### src/rtl/pcm_tdm_pkg.sv
// Shared widths and types for the TDM time-slot port.
// Assumes 8-bit samples and 7-bit slot numbers, giving a 10-bit frame bit counter.
package pcm_tdm_pkg;
    localparam int SAMPLE_W  = 8;
    localparam int SLOT_W    = 7;
    localparam int BIT_IDX_W = $clog2(SAMPLE_W);
    localparam int CNT_W     = SLOT_W + BIT_IDX_W;

    typedef logic [SAMPLE_W-1:0] sample_t;

    // One slot setting: enable flag above the slot number.
    typedef struct packed {
        logic              en;
        logic [SLOT_W-1:0] num;
    } slot_cfg_t;
endpackage

### src/rtl/pcm_edge_sync.sv
// Brings bit clock, frame sync and receive data into the system clock domain
// through the same synchronizer chain, so all three stay aligned. It then flags
// rising and falling bit-clock edges as one-cycle pulses.
// Assumes the system clock is several times faster than the bit clock.
module pcm_edge_sync #(
    parameter int STAGES = 2
) (
    input  logic clk,
    input  logic rst_n,
    input  logic bclk_in,
    input  logic fs_in,
    input  logic dr_in,
    output logic bclk_rise,
    output logic bclk_fall,
    output logic fs_s,
    output logic dr_s
);
    localparam int LAST = STAGES - 1;

    logic [STAGES-1:0][2:0] chain;
    logic                   bclk_q;

    // Purpose: shift the three raw inputs through the synchronizer stages.
    always_ff @(posedge clk) begin
        if (!rst_n) begin
            chain  <= '0;
            bclk_q <= 1'b0;
        end else begin
            chain[0] <= {bclk_in, fs_in, dr_in};
            for (int k = 1; k < STAGES; k++) begin
                chain[k] <= chain[k-1];
            end
            bclk_q <= chain[LAST][2];
        end
    end

    assign bclk_rise = chain[LAST][2] & ~bclk_q;
    assign bclk_fall = ~chain[LAST][2] & bclk_q;
    assign fs_s      = chain[LAST][1];
    assign dr_s      = chain[LAST][0];
endmodule

### src/rtl/pcm_frame_counter.sv
// Recovers frame alignment from frame sync and counts bits within the frame.
// Delay mode arms on a fresh high seen at a falling edge and restarts at the
// next rising edge. Non-delay mode restarts at a rising edge that sees a fresh high.
// The counter stops, and drops frm_valid, after its last value.
module pcm_frame_counter
    import pcm_tdm_pkg::*;
(
    input  logic             clk,
    input  logic             rst_n,
    input  logic             bclk_rise,
    input  logic             bclk_fall,
    input  logic             fs_s,
    input  logic             delay_mode,
    output logic [CNT_W-1:0] bit_cnt,
    output logic             frm_valid,
    output logic             bit_tick
);
    localparam logic [CNT_W-1:0] CNT_MAX = '1;

    logic fs_at_rise;
    logic fs_at_fall;
    logic armed;
    logic restart;

    assign restart = delay_mode ? armed : (fs_s & ~fs_at_rise);

    // Purpose: track sync history, restart or advance the bit counter.
    always_ff @(posedge clk) begin
        if (!rst_n) begin
            fs_at_rise <= 1'b0;
            fs_at_fall <= 1'b0;
            armed      <= 1'b0;
            bit_cnt    <= '0;
            frm_valid  <= 1'b0;
            bit_tick   <= 1'b0;
        end else begin
            bit_tick <= bclk_rise;
            if (bclk_fall) begin
                fs_at_fall <= fs_s;
                if (delay_mode && fs_s && !fs_at_fall) begin
                    armed <= 1'b1;
                end
            end
            if (bclk_rise) begin
                fs_at_rise <= fs_s;
                armed      <= 1'b0;
                if (restart) begin
                    bit_cnt   <= '0;
                    frm_valid <= 1'b1;
                end else if (frm_valid) begin
                    if (bit_cnt == CNT_MAX) begin
                        frm_valid <= 1'b0;
                    end else begin
                        bit_cnt <= bit_cnt + 1'b1;
                    end
                end
            end
        end
    end
endmodule

### src/rtl/pcm_tx_serializer.sv
// Chooses the channel that owns the current transmit slot, with the lowest
// index first. It loads that channel's sample at the slot's first bit and shifts
// it out MSB first. Output enable and the active-low indicator follow the slot.
// Assumes bit_tick marks the cycle in which bit_cnt holds the new bit.
module pcm_tx_serializer
    import pcm_tdm_pkg::*;
#(
    parameter int NCH = 4
) (
    input  logic                          clk,
    input  logic                          rst_n,
    input  logic                          bit_tick,
    input  logic                          frm_valid,
    input  logic [CNT_W-1:0]              bit_cnt,
    input  logic [NCH-1:0][SAMPLE_W-1:0]  slot_cfg,
    input  logic [NCH-1:0]                standby,
    input  logic [NCH-1:0][SAMPLE_W-1:0]  sample_in,
    output logic                          line_out,
    output logic                          oe,
    output logic                          ind_n
);
    localparam int CH_W = (NCH > 1) ? $clog2(NCH) : 1;

    logic [NCH-1:0]      hit;
    logic [CH_W-1:0]     win;
    logic [SAMPLE_W-2:0] shreg;
    logic                first_bit;

    for (genvar ch = 0; ch < NCH; ch++) begin : g_match
        slot_cfg_t c;
        assign c       = slot_cfg_t'(slot_cfg[ch]);
        assign hit[ch] = frm_valid & c.en & ~standby[ch]
                       & (bit_cnt[CNT_W-1:BIT_IDX_W] == c.num);
    end

    // Purpose: priority pick of the lowest-numbered matching channel.
    always_comb begin
        win = '0;
        for (int ch = NCH - 1; ch >= 0; ch--) begin
            if (hit[ch]) begin
                win = CH_W'(ch);
            end
        end
    end

    assign first_bit = (bit_cnt[BIT_IDX_W-1:0] == '0);

    // Purpose: drive one bit per bit-clock rise, loading at slot start.
    always_ff @(posedge clk) begin
        if (!rst_n) begin
            line_out <= 1'b0;
            oe       <= 1'b0;
            ind_n    <= 1'b1;
            shreg    <= '0;
        end else if (bit_tick) begin
            if (|hit) begin
                oe    <= 1'b1;
                ind_n <= 1'b0;
                if (first_bit) begin
                    line_out <= sample_in[win][SAMPLE_W-1];
                    shreg    <= sample_in[win][SAMPLE_W-2:0];
                end else begin
                    line_out <= shreg[SAMPLE_W-2];
                    shreg    <= {shreg[SAMPLE_W-3:0], 1'b0};
                end
            end else begin
                line_out <= 1'b0;
                oe       <= 1'b0;
                ind_n    <= 1'b1;
            end
        end
    end
endmodule

### src/rtl/pcm_rx_lane.sv
// One channel's receive path. During its receive slot it shifts in a bit on
// each falling bit-clock edge. After the eighth bit it commits the byte and
// pulses valid for one cycle. Assumes bit_cnt is stable across falling edges.
module pcm_rx_lane
    import pcm_tdm_pkg::*;
(
    input  logic                clk,
    input  logic                rst_n,
    input  logic                bclk_fall,
    input  logic                dr_s,
    input  logic                frm_valid,
    input  logic [CNT_W-1:0]    bit_cnt,
    input  logic [SAMPLE_W-1:0] cfg,
    input  logic                standby,
    output sample_t             rx_data,
    output logic                rx_vld
);
    slot_cfg_t           c;
    logic                hit;
    logic [SAMPLE_W-2:0] shreg;

    assign c   = slot_cfg_t'(cfg);
    assign hit = frm_valid & c.en & ~standby
               & (bit_cnt[CNT_W-1:BIT_IDX_W] == c.num);

    // Purpose: collect slot bits and commit the byte on its last bit.
    always_ff @(posedge clk) begin
        if (!rst_n) begin
            shreg   <= '0;
            rx_data <= '0;
            rx_vld  <= 1'b0;
        end else begin
            rx_vld <= 1'b0;
            if (bclk_fall && hit) begin
                shreg <= {shreg[SAMPLE_W-3:0], dr_s};
                if (&bit_cnt[BIT_IDX_W-1:0]) begin
                    rx_data <= {shreg, dr_s};
                    rx_vld  <= 1'b1;
                end
            end
        end
    end
endmodule

### src/rtl/pcm_tdm_port.sv
// Top of the four-channel TDM time-slot port. It wires the synchronizer, the
// frame counter, the shared transmit serializer and one receive lane per
// channel. Slot settings, delay mode and standby are static inputs that the
// surrounding logic holds steady across a frame.
module pcm_tdm_port
    import pcm_tdm_pkg::*;
#(
    parameter int NCH         = 4,
    parameter int SYNC_STAGES = 2
) (
    input  logic                         clk,
    input  logic                         rst_n,
    input  logic                         bclk,
    input  logic                         fsync,
    input  logic                         rx_line,
    input  logic                         delay_mode,
    input  logic [NCH-1:0]               standby,
    input  logic [NCH-1:0][SAMPLE_W-1:0] tx_slot_cfg,
    input  logic [NCH-1:0][SAMPLE_W-1:0] rx_slot_cfg,
    input  logic [NCH-1:0][SAMPLE_W-1:0] tx_sample,
    output logic                         tx_line,
    output logic                         tx_oe,
    output logic                         slot_ind_n,
    output logic [NCH-1:0][SAMPLE_W-1:0] rx_sample,
    output logic [NCH-1:0]               rx_valid
);
    logic             bclk_rise;
    logic             bclk_fall;
    logic             fs_s;
    logic             dr_s;
    logic [CNT_W-1:0] bit_cnt;
    logic             frm_valid;
    logic             bit_tick;

    pcm_edge_sync #(.STAGES(SYNC_STAGES)) u_sync (
        .clk       (clk),
        .rst_n     (rst_n),
        .bclk_in   (bclk),
        .fs_in     (fsync),
        .dr_in     (rx_line),
        .bclk_rise (bclk_rise),
        .bclk_fall (bclk_fall),
        .fs_s      (fs_s),
        .dr_s      (dr_s)
    );

    pcm_frame_counter u_frame (
        .clk        (clk),
        .rst_n      (rst_n),
        .bclk_rise  (bclk_rise),
        .bclk_fall  (bclk_fall),
        .fs_s       (fs_s),
        .delay_mode (delay_mode),
        .bit_cnt    (bit_cnt),
        .frm_valid  (frm_valid),
        .bit_tick   (bit_tick)
    );

    pcm_tx_serializer #(.NCH(NCH)) u_tx (
        .clk       (clk),
        .rst_n     (rst_n),
        .bit_tick  (bit_tick),
        .frm_valid (frm_valid),
        .bit_cnt   (bit_cnt),
        .slot_cfg  (tx_slot_cfg),
        .standby   (standby),
        .sample_in (tx_sample),
        .line_out  (tx_line),
        .oe        (tx_oe),
        .ind_n     (slot_ind_n)
    );

    for (genvar ch = 0; ch < NCH; ch++) begin : g_rx
        pcm_rx_lane u_lane (
            .clk       (clk),
            .rst_n     (rst_n),
            .bclk_fall (bclk_fall),
            .dr_s      (dr_s),
            .frm_valid (frm_valid),
            .bit_cnt   (bit_cnt),
            .cfg       (rx_slot_cfg[ch]),
            .standby   (standby[ch]),
            .rx_data   (rx_sample[ch]),
            .rx_vld    (rx_valid[ch])
        );
    end
endmodule

### config.mk
export PLATFORM = sky130hd
export DESIGN_NAME = pcm_tdm_port
export DESIGN_NICKNAME = d
export VERILOG_FILES = /design/src/rtl/pcm_tdm_pkg.sv /design/src/rtl/pcm_edge_sync.sv /design/src/rtl/pcm_frame_counter.sv /design/src/rtl/pcm_tx_serializer.sv /design/src/rtl/pcm_rx_lane.sv /design/src/rtl/pcm_tdm_port.sv
export SDC_FILE = /design/constraint.sdc
export NUM_CORES = 1
export LEC_CHECK = 0
export ABC_AREA = 1
export CORE_UTILIZATION = 41
export CTS_CLUSTER_DIAMETER = 120
export DETAILED_ROUTE_END_ITERATION = 7
export DONT_BUFFER_PORTS = 1
export SYNTH_ARGS = -nofsm -noshare
export SYNTH_HDL_FRONTEND = slang
export SYNTH_SLANG_ARGS = --single-unit
### constraint.sdc
create_clock -name clk -period 4.9 [get_ports clk]
set_input_delay 0.98 -clock clk [delete_from_list [all_inputs] [get_ports clk]]
set_output_delay 0.98 -clock clk [all_outputs]
set_load 0.02 [all_outputs]
==> metrics.yaml, run 1 <==
worst_hold_path:
  hold_path_class: "reg2reg"
synth:
  synth_nets: 907
  synth.cell_area_um2: 5290
  ys_ff_latch: 96
  yosys-top-cells-area: "dfxtp_1, nand2_1, nor2_1"
  syn_inst: 798
  ys_types: 42
  synth-seq-area-share_pct: 36.3
  synth_top_area_share_pct: 36.3
  ys_warn_count: 0
  avgSynthCellArea_um2: 6.63
  synth.largest_area_cell: "dfxtp_1"
critical_path:
  required_ps: 5170
  end_kind: "flop"
  crit_fanout: 12
  crit_path_start_kind: "flop"
  path_class: "reg2reg"
  slowest_delay_ps: 770
  slowest_stage: "dfxtp_1"
  cp_common_cell: "nor2_1"
  crit_chain: "inv_2 -> nand2_1 -> and3_1 -> nand3_1 -> nor3_2 -> inv_1 -> nor2_1 -> o21ai_0 -> nor2_1"
  worstPathArrival_ps: 3170
  cp_num_buf_inv: 2
  path_delay_family: "simple AND/OR/NAND/NOR gates"
floorplanning:
  design.core.area_um2: 12600
  dieArea_um2: 13400
  die_x_um: 116
  fp-row-count: 41
  start_util_pct: 41.9
  die_y_um: 116
  ioPinCount: 145
cts:
  cts-root-buf: "clkbuf_16"
  cts_made_buffers: 9
  insertion_delay_ps: 340
  cts_resized: 0
  clk_pin_slew_worst_paths_ps: 70
  cts_tree: "built"
  cts_htree_levels: 3
  clk_path_buf_depth: 2
  cts_sinks: 96
  cts_hold_buf: 0
  cts_setup_buffers: 0
power_and_ir_drop:
  leakage_nw: 2.41
  sequentialPowerShare_pct: 50.6
  power.total_mw: 1.55
  p_sw_uw: 345
  p_int_mw: 1.21
  ir_drop_uv: 206
  p_comb_share_pct: 4.6
  power.density_nw_per_um2: 277
  swShare_pct: 22.2
  clkPwrFrac_pct: 44.8
global_routing:
  grt_pass1_wl_um: 22200
  grt-ovfl-total: 0
  grt_max_degree: 68
  antenna_found_initial: 0
  grt_usage_pct: 21.6
  grt_pass1_vias: 4583
timing:
  tightestPinTransition_ps: 803
  relSlewSlack_pct: 46.4
  fmax_mhz: 344
  slew_viol_final: 0
  final-setup-viol-count: 0
  setup_tns_ps: 0
  fin_crit_ps: 2910
  setup_ws_ps: 1990
  final-hold-violation-count: 0
  fin_crit_sh_pct: 59.3
  skew_ps: 6.89
  rsz0062_at_grt: "false"
run_status:
  status: "finished clean"
routing:
  drcViolationCount: 0
  wl_um: 14500
  first_iter_violations: 263
  vias_per_cell: 5.27
  dr.pass1.iters: 4
  wl_per_cell_um: 15.1
  ant_nets: 0
  num_vias: 5036
layout:
  final_core_util_pct: 44.4
  final_nets: 888
  antennaDiodeCount: 0
  drive_gt1_share_pct: 7.40
  final_area_um2: 5610
  syn_to_final_growth_pct: 6.03
place:
  dpl.hpwl_um: 10600
  place_area_um2: 5310
  port_buffers: 0
  globalplace.congestion: 0.949
  preCtsSetupSlack_ps: 1860
flow_run:
  drv_cap: 0
metal layers:
layer	vias up	routed length, um	global-route usage (%)
li1	2558	-	-
met1	2269	6280	25.7
met2	177	6600	36.2
met3	32	1120	5.33
met4	0	463	10.6
met5	-	0	0
metrics by stage:
step                instances  hold WS, ps
global route              956          449
floorplan                 798          390
global placement          940          401
detailed placement        940          411
CTS                       956          422
finish                    956          420
path summary, 6_finish.rpt:
path	start	to	slack (ps)	cells past startpoint
setup reg to reg	u_frame.bit_cnt[7]$_SDFFE_PN0P_	g_rx[1].u_lane.rx_data[0]$_SDFFE_PN0P_	1990	9
hold reg to reg	u_sync.chain[2]$_SDFF_PN0_	u_sync.chain[5]$_SDFF_PN0_	420	2
setup / recovery	u_frame.bit_cnt[7]$_SDFFE_PN0P_	g_rx[1].u_lane.rx_data[0]$_SDFFE_PN0P_	1990	9
hold / removal	u_sync.chain[2]$_SDFF_PN0_	u_sync.chain[5]$_SDFF_PN0_	420	2
kinds of logic (layout without fill, tap and decap cells):
group / count (synthesis) / in the layout / share of synthesized area [%]
AOI/OAI and AO/OA: 133 / 133 / 13.8
adders and majority gates: 3 / 3 / 0.710
and+or+nand+nor: 420 / 420 / 35.6
DFF: 96 / 96 / 36.3
buffers and inverters: 128 / 114 / 10.6
xor gates and xnor gates: 18 / 18 / 2.98
registers in the layout (all words and copies together) (netlist names):
name and count:
u_frame.fs_at_rise 1, u_sync.bclk_q 1, u_tx.shreg 7, g_rx.u_lane.rx_data 32
u_sync.chain 4, u_frame.bit_tick 1, u_frame.bit_cnt 10, u_sync.dr_s 1
u_sync.fs_s 1, u_tx.ind_n 1, u_frame.fs_at_fall 1, u_tx.oe 1
g_rx.u_lane.shreg 28, g_rx.u_lane.rx_vld 4, u_tx.line_out 1, u_frame.frm_valid 1
u_frame.armed 1
synthesized netlist by cell type, drive strengths merged:
library cell,instances
a31oi,3
nor3b,4
dfxtp,96
nor2b,1
xor2,11
nor2,135
or2,11
a21oi,48
nor4,7
xnor2,7
nand3b,2
o22ai,1
clkbuf,12
nand3,58
nand4,15
nand2,156
buf,18
inv,97
clkinv,1
a211oi,9
nor3,29
ha,3
a2111oi,1
or3,1
o21ai,70
and3,1
o311ai,1
power by group through the flow:
stage	sequential, mW	combinational (mW)	clock (mW)
5_1_grt	0.786	0.0823	0.744
4_1_cts	0.786	0.0707	0.712
2_1_floorplan	0.803	0.0642	0
6_report	0.786	0.0711	0.696
3_5_place_dp	0.804	0.0703	0
3_3_place_gp	0.804	0.0687	0
area by class of cell:
type / count / area, um2
fillers: 1373 / 7010
multi-input cells: 574 / 2810
flip-flops and latches: 96 / 1920
inverters: 98 / 368
clock buffers: 10 / 229
well taps: 172 / 215
clock inverters: 6 / 67.6
cell usage in the layout, fill, tap and decap left out, drive strengths merged, types with 2 or more instances in the layout:
cell | synthesis | layout
nand2 | 156 | 156
nor2 | 135 | 135
inv | 97 | 98
dfxtp | 96 | 96
o21ai | 70 | 70
nand3 | 58 | 58
a21oi | 48 | 48
nor3 | 29 | 29
nand4 | 15 | 15
xor2 | 11 | 11
or2 | 11 | 11
clkbuf | 12 | 10
a211oi | 9 | 9
xnor2 | 7 | 7
nor4 | 7 | 7
nor3b | 4 | 4
a31oi | 3 | 3
ha | 3 | 3
clkinv | 1 | 3
nand3b | 2 | 2
clkinvlp | 0 | 2
worst reg2reg max path, cell delays in order (launching register included):
cell and delay, ps:
dfxtp_1 770, inv_2 190, nand2_1 110, and3_1 170, nand3_1 90, nor3_2 600, inv_1 370, nor2_1 280
o21ai_0 130, nor2_1 130
No activity file was read; power rests on OpenSTA's default activity.
==> run 2, diff against run 1 <==
clock period = 2.6 ns   (was 4.9 ns; I/O delays follow)
==> run 2 against run 1 <==
Against the previous run:
- critical path depth is 1 higher
- largest cell class unchanged
- critical path type unchanged
- clock skew increased by 4.5 ps
- fmax rose by 26%
- largest power group is now the clock network
==> metrics.yaml, run 2 (synthesis gave the netlist of run 1 again) <==
timing:
  rsz0062_at_grt: "false"
  setup_tns_ps: 0
  tightestPinTransition_ps: 812
  skew_ps: 11.4
  slew_viol_final: 0
  fmax_mhz: 434
  fin_crit_sh_pct: 88.7
  relSlewSlack_pct: 45.8
  fin_crit_ps: 2310
  final-setup-viol-count: 0
  final-hold-violation-count: 0
floorplanning:
  die_x_um: 116
  fp-row-count: 41
  die_y_um: 116
  start_util_pct: 41.9
  ioPinCount: 145
  dieArea_um2: 13400
  design.core.area_um2: 12600
power_and_ir_drop:
  leakage_nw: 2.50
  ir_drop_uv: 339
  p_int_mw: 2.46
  clkPwrFrac_pct: 48.1
  power.density_nw_per_um2: 543
  p_sw_uw: 654
  sequentialPowerShare_pct: 47.5
  power.total_mw: 3.12
  swShare_pct: 21.0
  p_comb_share_pct: 4.4
layout:
  final_nets: 900
  largest_register_ffs: 32
  max_flop_register: "g_rx.u_lane.rx_data"
  reg_top3: "g_rx.u_lane.rx_data x32, g_rx.u_lane.shreg x28, u_frame.bit_cnt x10"
  final_area_um2: 5740
  mostFrequentLayoutCells: "nand2_1, nor2_1, dfxtp_1"
  final_core_util_pct: 45.5
  syn_to_final_growth_pct: 8.47
  layout_commonest_cell: "nand2_1"
  drive_gt1_share_pct: 8.82
  antennaDiodeCount: 0
  fill_cells: 1357
routing:
  drcViolationCount: 0
  wl_per_cell_um: 15.5
  first_iter_violations: 331
  vias_per_cell: 5.25
  wl_um: 14900
  num_vias: 5076
  dr.pass1.iters: 5
  ant_nets: 0
critical_path:
  rrSetupSlack_ps: 290
  slowest_delay_ps: 630
  crit_chain: "inv_2 -> or2_2 -> nand4_1 -> nor2_1 -> nand2_2 -> nand2_2 -> o21ai_4 -> inv_2 -> o21ai_0 -> a21oi_1"
  worstPathArrival_ps: 2530
  r2r_end: "u_tx.shreg[3]$_SDFFE_PN0P_"
  required_ps: 2820
  path_class: "reg2reg"
  crit_fanout: 13
  end_kind: "flop"
  r2r-start: "u_frame.bit_cnt[6]$_SDFFE_PN0P_"
  ff2ff_path_depth: 10
  crit_path_start_kind: "flop"
  slowest_stage: "dfxtp_1"
cts:
  clk_pin_slew_worst_paths_ps: 60
  cts_tree: "built"
  insertion_delay_ps: 340
  cts_htree_levels: 3
  cts_sinks: 96
  clk_path_buf_depth: 2
  cts_setup_buffers: 0
  cts_made_buffers: 9
  cts-root-buf: "clkbuf_16"
run_status:
  status: "finished clean"
place:
  place_area_um2: 5400
  port_buffers: 0
  globalplace.congestion: 0.928
  dpl.hpwl_um: 11100
global_routing:
  grt_usage_pct: 22.2
  grt_pass1_wl_um: 23000
  grt_pass1_vias: 4690
  antenna_found_initial: 0
  grt_max_degree: 68
  grt-ovfl-total: 0
worst_hold_path:
  whs_path_depth: 1
  whs_endpoint: "u_tx.ind_n$_SDFFE_PN1P_"
  min_from: "rst_n"
  hold_path_class: "in2reg"
flow_run:
  drv_cap: 0
-- run 2: final cells by class --
class                           instances  area (um2)  area share [%]
Clock buffer                            9         225            3.92
Clock inverter                          5         108            1.88
Inverter                               98         368            6.41
Multi-Input combinational cell        574        2810            49.0
Sequential cell                        96        1920            33.5
Tap cell                              172         215            3.75
Timing Repair Buffer                   12        90.1            1.57
-- run 2: metal layers --
layer	global-route usage [%]	wire, um
met5	0	0
met3	5.02	1060
met4	9.78	420
met1	27.5	6530
met2	36.9	6910
-- run 2: power groups by stage --
stage	Combinational, mW	Clock [mW]	Sequential [mW]
finish	0.137	1.50	1.48
global route	0.158	1.58	1.48
CTS	0.136	1.53	1.48
detailed placement	0.135	0	1.51
global placement	0.134	0	1.51
floorplan	0.121	0	1.51
-- run 2: worst max-delay path by stage --
stage          slack, ps  cells past startpoint                         endpoint                            start
3_3_place_gp         360                     10       u_tx.shreg[2]$_SDFFE_PN0P_  u_frame.bit_cnt[6]$_SDFFE_PN0P_
2_1_floorplan        820                      9  u_frame.bit_cnt[0]$_SDFFE_PN0P_  u_frame.bit_cnt[0]$_SDFFE_PN0P_
5_1_grt               80                     10       u_tx.shreg[3]$_SDFFE_PN0P_  u_frame.bit_cnt[6]$_SDFFE_PN0P_
6_report             290                     10       u_tx.shreg[3]$_SDFFE_PN0P_  u_frame.bit_cnt[6]$_SDFFE_PN0P_
3_5_place_dp         190                     10       u_tx.shreg[4]$_SDFFE_PN0P_  u_frame.bit_cnt[6]$_SDFFE_PN0P_
4_1_cts              180                     10       u_tx.shreg[4]$_SDFFE_PN0P_  u_frame.bit_cnt[6]$_SDFFE_PN0P_
-- run 2: worst max-delay path: cells and delay by family, from the launching register on --
family,cells,cell delay [ps]
buf+inv,2,350
simple gates,5,660
compound gates,3,540
flops,1,630
-- run 2: timing repair --
action	CTS	global route
resized for setup	0	1
endpoints found under the setup margin	0	7
hold buffers	0	0
-- run 2: per-stage QoR --
| step | instances | setup WS (ps) | hold WS [ps] |
|---|---|---|---|
| 4_1_cts | 966 | 181 | 247 |
| 6_report | 966 | 295 | 266 |
| 3_3_place_gp | 952 | 363 | 401 |
| 3_5_place_dp | 952 | 191 | 399 |
| 2_1_floorplan | 798 | 819 | 390 |
| 5_1_grt | 966 | 84.1 | 249 |
